## src/rtl/pmm_pkg.sv

```systemverilog
package pmm_pkg;

    localparam int PMM_DATA_W    = 64;
    localparam int PMM_MIN_ELEM  = 8;
    localparam int PMM_NUM_SIZES = 3;

    typedef enum logic [1:0] {
        ESZ_8   = 2'd0,
        ESZ_16  = 2'd1,
        ESZ_32  = 2'd2,
        ESZ_BAD = 2'd3
    } esize_e;

    typedef struct packed {
        logic                  valid;
        logic                  bad;
        logic [PMM_DATA_W-1:0] result;
    } pmm_state_t;

endpackage

```

## src/rtl/pmm_pair_pick.sv

```systemverilog
// Chooses one element out of a pair: the smaller or the larger one,
// under a signed or unsigned ordering.
module pmm_pair_pick #(
    parameter int ELEM_W = 8
) (
    input  logic [ELEM_W-1:0] lo_i,
    input  logic [ELEM_W-1:0] hi_i,
    input  logic              take_min_i,
    input  logic              signed_i,
    output logic [ELEM_W-1:0] pick_o
);
    localparam int EXT_W = ELEM_W + 1;

    logic [EXT_W-1:0] lo_ext;
    logic [EXT_W-1:0] hi_ext;
    logic             lo_less;

    always_comb begin
        // A single extra top bit turns both orderings into one signed compare.
        lo_ext  = {signed_i & lo_i[ELEM_W-1], lo_i};
        hi_ext  = {signed_i & hi_i[ELEM_W-1], hi_i};
        lo_less = $signed(lo_ext) < $signed(hi_ext);
        if (take_min_i) begin
            pick_o = lo_less ? lo_i : hi_i;
        end else begin
            pick_o = lo_less ? hi_i : lo_i;
        end
    end

endmodule

```

## src/rtl/pmm_width_bank.sv

```systemverilog
// Folds both operands at one fixed element width. The lower half of the
// output comes from operand A and the upper half from operand B.
module pmm_width_bank #(
    parameter int DATA_W = 64,
    parameter int ELEM_W = 8
) (
    input  logic [DATA_W-1:0] opa_i,
    input  logic [DATA_W-1:0] opb_i,
    input  logic              take_min_i,
    input  logic              signed_i,
    output logic [DATA_W-1:0] folded_o
);
    localparam int PAIRS = DATA_W / (2 * ELEM_W);

    for (genvar p = 0; p < PAIRS; p++) begin : g_pair
        pmm_pair_pick #(.ELEM_W(ELEM_W)) u_pick_a (
            .lo_i       (opa_i[(2*p)*ELEM_W +: ELEM_W]),
            .hi_i       (opa_i[(2*p+1)*ELEM_W +: ELEM_W]),
            .take_min_i (take_min_i),
            .signed_i   (signed_i),
            .pick_o     (folded_o[p*ELEM_W +: ELEM_W])
        );
        pmm_pair_pick #(.ELEM_W(ELEM_W)) u_pick_b (
            .lo_i       (opb_i[(2*p)*ELEM_W +: ELEM_W]),
            .hi_i       (opb_i[(2*p+1)*ELEM_W +: ELEM_W]),
            .take_min_i (take_min_i),
            .signed_i   (signed_i),
            .pick_o     (folded_o[(PAIRS+p)*ELEM_W +: ELEM_W])
        );
    end

endmodule

```

## src/rtl/pairwise_minmax.sv

```systemverilog
module pairwise_minmax
    import pmm_pkg::*;
#(
    parameter int DATA_W    = PMM_DATA_W,
    parameter int MIN_ELEM  = PMM_MIN_ELEM,
    parameter int NUM_SIZES = PMM_NUM_SIZES
) (
    input  logic              clk,
    input  logic              rst_n,
    input  logic              start_i,
    input  logic [63:0]       opa_i,
    input  logic [63:0]       opb_i,
    input  logic [1:0]        esize_i,
    input  logic              take_min_i,
    input  logic              signed_i,
    output logic [63:0]       result_o,
    output logic              valid_o,
    output logic              bad_size_o
);
    localparam int WORD_W = DATA_W / 2;

    // One bank per legal element width, all evaluated in parallel.
    logic [DATA_W-1:0] folded [NUM_SIZES];

    for (genvar g = 0; g < NUM_SIZES; g++) begin : g_bank
        pmm_width_bank #(
            .DATA_W (DATA_W),
            .ELEM_W (MIN_ELEM << g)
        ) u_bank (
            .opa_i      (opa_i),
            .opb_i      (opb_i),
            .take_min_i (take_min_i),
            .signed_i   (signed_i),
            .folded_o   (folded[g])
        );
    end

    pmm_state_t st_d;
    pmm_state_t st_q;

    always_comb begin
        st_d       = st_q;
        st_d.valid = 1'b0;
        st_d.bad   = 1'b0;
        if (start_i) begin
            st_d.valid = 1'b1;
            unique case (esize_e'(esize_i))
                ESZ_8:   st_d.result = folded[0];
                ESZ_16:  st_d.result = folded[1];
                ESZ_32:  st_d.result = folded[2];
                default: begin
                    st_d.result = '0;
                    st_d.bad    = 1'b1;
                end
            endcase
        end
    end

    always_ff @(posedge clk) begin
        if (!rst_n) begin
            st_q <= '0;
        end else begin
            st_q <= st_d;
        end
    end

    assign result_o   = st_q.result;
    assign valid_o    = st_q.valid;
    assign bad_size_o = st_q.bad;

    // Valid follows start by exactly one cycle.
    p_valid_after_start_r2: assert property (@(posedge clk) disable iff (!rst_n)
        start_i |=> valid_o);
    p_quiet_without_start_r2: assert property (@(posedge clk) disable iff (!rst_n)
        !start_i |=> !valid_o);

    // Illegal code: flag only with valid, and a zero result.
    p_bad_with_valid_r9: assert property (@(posedge clk) disable iff (!rst_n)
        bad_size_o |-> valid_o);
    p_bad_zero_result_r9: assert property (@(posedge clk) disable iff (!rst_n)
        (start_i && esize_i == 2'd3) |=> (bad_size_o && result_o == '0));

    // The result register holds while idle.
    p_hold_when_idle_r10: assert property (@(posedge clk) disable iff (!rst_n)
        !start_i |=> $stable(result_o));

    // Unsigned 32-bit min never exceeds either source word of A.
    p_min_bound_r6: assert property (@(posedge clk) disable iff (!rst_n)
        (start_i && esize_i == 2'd2 && take_min_i && !signed_i) |=>
        (result_o[WORD_W-1:0] <= $past(opa_i[WORD_W-1:0]) &&
         result_o[WORD_W-1:0] <= $past(opa_i[DATA_W-1:WORD_W])));

    // Equal 32-bit words in A come through unchanged.
    p_equal_pair_r8: assert property (@(posedge clk) disable iff (!rst_n)
        (start_i && esize_i == 2'd2 && opa_i[WORD_W-1:0] == opa_i[DATA_W-1:WORD_W]) |=>
        (result_o[WORD_W-1:0] == $past(opa_i[WORD_W-1:0])));

endmodule

```

## config.mk

```make
export PLATFORM = sky130hd
export DESIGN_NAME = pairwise_minmax
export DESIGN_NICKNAME = d
export VERILOG_FILES = /design/src/rtl/pmm_pkg.sv /design/src/rtl/pmm_pair_pick.sv /design/src/rtl/pmm_width_bank.sv /design/src/rtl/pairwise_minmax.sv
export SDC_FILE = /design/constraint.sdc
export NUM_CORES = 1
export LEC_CHECK = 0
export ABC_AREA = 1
export BUFFER_PORTS_ARGS = -buffer_cell sky130_fd_sc_hd__buf_4
export CAP_MARGIN = 20
export CORE_ASPECT_RATIO = 0.7
export CORE_UTILIZATION = 35
export DETAILED_ROUTE_END_ITERATION = 10
export SLEW_MARGIN = 0
export SYNTH_ARGS = -nofsm -noshare
export SYNTH_HDL_FRONTEND = slang
export SYNTH_SLANG_ARGS = --single-unit
```

## constraint.sdc

```tcl
create_clock -name clk -period 4.7 [get_ports clk]
set_input_delay 1.175 -clock clk [delete_from_list [all_inputs] [get_ports clk]]
set_output_delay 1.175 -clock clk [all_outputs]
set_load 0.005 [all_outputs]
```

# Word level (Yosys, flattened, before mapping)
# Cells that the tools add are included.
# W data, S select, Z words.
op_classes:
  bitwise_logic: 16
  muxes: 45
  n_eq_ne: 2
  n_lt_le_gt_ge: 14
  n_reduce_logical: 3
ops:
  columns: ["operator", "n"]
  rows:
  - ["$mux W16", 12]
  - ["$mux W32", 6]
  - ["$mux W8", 24]
  - ["$pmux W64 S3", 1]
  - ["$lt A9 B9 Y1", 8]
  - ["$lt A17 B17 Y1", 4]
  - ["$lt A33 B33 Y1", 2]
  - ["$mux W66", 1]
  - ["$and A1 B1 Y1", 16]
  - ["$reduce_or A3 Y1", 1]
  - ["$eq A2 B1 Y1 const B", 1]
  - ["$eq A2 B2 Y1 const B", 1]
  - ["$logic_not A2 Y1", 1]
  - ["$reduce_and A2 Y1", 1]
  - ["$mux W1", 1]
totals:
  in_bits: 135
  regBits: 66

# Logic depth before layout (Yosys ltp)
logic_depth:
  ltp_word: 6
  mapped_depth: 20
  depth_no_buf: 19

# Hierarchy
# Synthesis repeated with hierarchy kept, for this count alone.
hier_totals:
  cells_unflattened: 2265
  hier_area_um2: 13839.5
modules_own_cells:
  columns: ["mod", "seq_area_each_um2", "area_per_inst_um2", "instances", "cells_each"]
  rows:
  - ["pmm_pair_pick at g_bank[0].u_bank.g_pair[0].u_pick_a ...", 0.0, 483.0, 8, 78]
  - ["pairwise_minmax", 1321.3, 3706.1, 1, 575]
  - ["pmm_pair_pick at g_bank[1].u_bank.g_pair[0].u_pick_a ...", 0.0, 804.5, 4, 133]
  - ["pmm_pair_pick at g_bank[2].u_bank.g_pair[0].u_pick_b", 0.0, 1612.8, 1, 270]
  - ["pmm_pair_pick at g_bank[2].u_bank.g_pair[0].u_pick_a", 0.0, 1438.9, 1, 264]

# Worst setup path before layout
# No wires, ideal clock.
synth_timing:
  path_type: "input-to-reg"
  from: "input opb_i[60]"
  to: "register st_q, in the netlist result_o[61]"
  arrival_ns: 2.772
  path_buffers: 1
  path_slack_ns: 1.793
  stages: 14
  path_cell_list: "inv_1 -> ha_1 -> a21o_1 -> nor2_1 -> nor2_1 -> nor2_2 -> nand4_2 -> nand2_2 -> buf_6 -> nand2_1 -> nand3_1 -> nand3_1 -> nand2_1 -> a21oi_2"
synth_between:
  elab_chain_len: 4
  elab_cells_between_ends: 13
  classes_between: "3 x order compare; 10 x mux"
synth_lines:
  columns: ["item", "line", "text"]
  rows:
  - ["start, declared", "pairwise_minmax.sv:12", "input logic [63:0] opb_i,"]
  - ["$lt A33 B33 Y1, or another cell as far along", "pmm_pair_pick.sv:22", "lo_less = $signed(lo_ext) < $signed(hi_ext);"]
  - ["$mux W32, or another cell as far along", "pmm_pair_pick.sv:26", "pick_o = lo_less ? hi_i : lo_i;"]
  - ["$mux W32, or another cell as far along", "pmm_pair_pick.sv:23", "if (take_min_i) begin"]
  - ["$pmux W64 S3 *", "pairwise_minmax.sv:47", "unique case (esize_e'(esize_i))"]
  - ["end signal, assigned", "pairwise_minmax.sv:63", "st_q <= st_d;"]
  - ["end, declared", "pairwise_minmax.sv:39", "pmm_state_t st_q;"]
# Mark *: on every way between the ends. The rest lies on a longest branch, timed or not.
# A chain may end at the register's enable or synchronous reset.

# Worst setup path after layout
layout_timing:
  from: "input opa_i[44]"
  to: "register st_q, in the netlist result_o[10]"
layout_between:
  elab_chain_len: 4
  elab_cells_between_ends: 5
  classes_between: "1 x order compare; 4 x mux"
layout_lines:
  columns: ["item", "line", "text"]
  rows:
  - ["start, declared", "pairwise_minmax.sv:11", "input logic [63:0] opa_i,"]
  - ["$lt A33 B33 Y1 *", "pmm_pair_pick.sv:22", null]
  - ["$mux W32, on equally long branches", "pmm_pair_pick.sv:26, pmm_pair_pick.sv:24", null]
  - ["$mux W32 *", "pmm_pair_pick.sv:23", null]
  - ["$pmux W64 S3 *", "pairwise_minmax.sv:47", null]
# Marked as above.

==> results.cfg <==
[setup_path]
reg2reg_depth = 2
arrival_ns = 3.77
crit_required_ns = 4.92
critPathKind = in2reg
worst_setup_path_end_kind = flop
rrSetupSlack_ns = 3.84
startpoint_type = input port
cp_max_fo = 32

[job]
maxCapViolations = 0

[timing]
fmax_mhz = 282
fin_hold_ws_ns = 0.463
min_period_over_period_pct = 75.3
tightest_slew_ns = 1.06
finalHoldViolations = 0
final.setup_skew_ns = 0
tns_ns = 0
setup_viol = 0
finalCriticalPeriod_ns = 3.54
relSlewSlack_pct = 29.1
rsz0062_at_grt = no
final_critical_path_setup_slack_ns = 1.16
drv_slew = 0

[drt]
drc = 0
drt-initial-drc-count = 1687
ant_nets = 0
drt_wl_total_um = 50200
via_per_inst = 5.55
wl_per_cell_um = 19.9
vias = 14000
drt_pre_antenna_iters = 7

[final_layout]
layout-drive-gt1-share_pct = 14.3
antenna_cells = 0
nNetsFinal = 2408
final_cells = 2520
synthToLayoutAreaGrowth_pct = 20.2
design_area_um2 = 13400

[synth]
ys_seq_area_share_pct = 11.8
synth-edff-count = 0
yosys.area.top_type = nand3_1
synth_common_cells = nand2_1 (604), nand3_1 (475), inv_1 (205)
synth_flop_cell = dfxtp_1
syn_inst = 1925
synth_seq_cells = 66
yosysMostFrequentCell = nand2_1
synth.distinct_cells = 35
synth.top_cell.area_share_pct = 21.3
synth_top_cells_by_area = nand3_1 (21%), nand2_1 (20%), ha_1 (20%)
yosys_warnings = 0
synthArstFlopShare_pct = 0
syn-num-nets = 2238
avgSynthCellArea_um2 = 5.80
syn_area_um2 = 11200

[cts]
ctsHoldBuffers = 0
numCtsBuffers = 9
clockBufferDepth = 2
clk_latency_ns = 0.37
cts_resized = 0
cts_sinks = 66
post_cts_buffers = 0
root_buffer = clkbuf_16
clk_pin_slew_ns = 0.06
htreeDepth = 3
cts_tree = done

[global_route]
grt_max_degree = 66
grt_pass1_vias = 12800
grt_first_pass_wirelength_um = 76100
track_usage_pct = 30.7
grt-ovfl-total = 0
antenna_found_initial = 0

[placement]
preCtsSetupSlack_ns = 0.896
dp.cells = 2504
hpwl_um = 38500
dpl-instance-area_um2 = 13100
portBuffers = 200
gp_congestion = 0.978

[floorplanning]
die_y_um = 151
core-area_um2 = 31300
die_w_um = 215
io_pins = 201
start_util_pct = 35.7
rows = 54
die-area_um2 = 32600

[power_and_ir_drop]
combPwrFrac_pct = 50.9
internal_power_uw = 1640
swShare_pct = 44.3
seqPwrFrac_pct = 21.5
p_leak_uw = 0.00718
power_frac_clock_pct = 27.5
power_density_nw_per_um2 = 220
switchingPower_uw = 1310
peakVddDrop_v = 0.000132

[status]
status = finished clean

[hold_path]
hold_depth = 2
hp-class = reg2reg
-- cells in the final DEF (no fill, tap or decap), drive strengths merged --
master / synthesis / final
nor3b: 1 / 1
nor4: 1 / 1
clkinv: 1 / 2
nand3b: 5 / 5
ha: 178 / 178
a21oi: 127 / 127
clkbuf: 24 / 9
nand3: 487 / 487
o211ai: 2 / 2
o21ai: 15 / 15
nor2: 88 / 88
nand4: 23 / 23
o21a: 7 / 7
a21o: 4 / 4
inv: 213 / 213
nor3: 3 / 3
clkinvlp: 0 / 3
nand2: 626 / 626
xor2: 8 / 8
dfxtp: 66 / 66
o21bai: 4 / 4
bufinv: 0 / 3
buf: 42 / 225
-- state kept, by name (all words and copies together), names as in the netlist --
signal	cells
valid_o	1
bad_size_o	1
result_o	64
-- power groups by stage --
stage / logic, uW / clock network, uW / registers [uW]
2_1_floorplan: 945 / 0 / 640
3_3_place_gp: 1440 / 0 / 648
3_5_place_dp: 1460 / 0 / 647
4_1_cts: 1470 / 833 / 636
5_1_grt: 1670 / 849 / 640
6_report: 1500 / 812 / 636
-- final cells by class --
| cell class | count | area [um^2] |
|---|---|---|
| clock inverters | 7 | 118 |
| well taps | 420 | 526 |
| inverters | 214 | 803 |
| repair buffers | 225 | 1710 |
| fillers | 3385 | 17900 |
| clock buffers | 9 | 225 |
| flip-flops and latches | 66 | 1320 |
| multi-input cells | 1579 | 8720 |
-- through the flow --
step	total power (uW)	util [%]
2_1_floorplan	1590	-
3_3_place_gp	2090	41.8
3_5_place_dp	2110	41.8
4_1_cts	2940	42.9
5_1_grt	3160	42.9
6_report	2950	42.9
-- cell families after synthesis --
| logic type | after synthesis | synth area share, % |
|---|---|---|
| compound gates | 159 | 7.71 |
| xor+xnor | 8 | 0.695 |
| fa+ha+maj | 178 | 19.9 |
| buf+inv | 280 | 10.3 |
| flops | 66 | 11.8 |
| simple gates | 1234 | 49.5 |
-- worst max-delay path, stage by stage --
cell and delay [ns]:
buf_4 0.11, inv_1 0.31, ha_1 0.34, a21oi_1 0.14, o21ai_0 0.11, a21oi_1 0.15, nand2_1 0.14, nand2_1 0.11
nand3_1 0.11, nand2_2 0.55, nand2_1 0.10, nand3_1 0.09, nand3_1 0.13, nand2_1 0.09, a21oi_1 0.07
-- worst paths after layout --
path | to | startpoint
setup / recovery | result_o[10] | opa_i[44]
hold / removal | result_o[5] | result_o[5]
setup reg to reg | result_o[32] | result_o[32]
hold reg to reg | result_o[5] | result_o[5]
-- metal layers --
layer | wire length, um | up-vias | global-route usage [%] | share of wire (%)
li1 | - | 6762 | - | -
met1 | 24400 | 6441 | 46.1 | 49
met2 | 19800 | 705 | 43.8 | 39
met3 | 4940 | 75 | 5.94 | 9.8
met4 | 1040 | 0 | 8.19 | 2.1
met5 | 0 | - | 0 | 0
(Power assumes the default switching activity.)
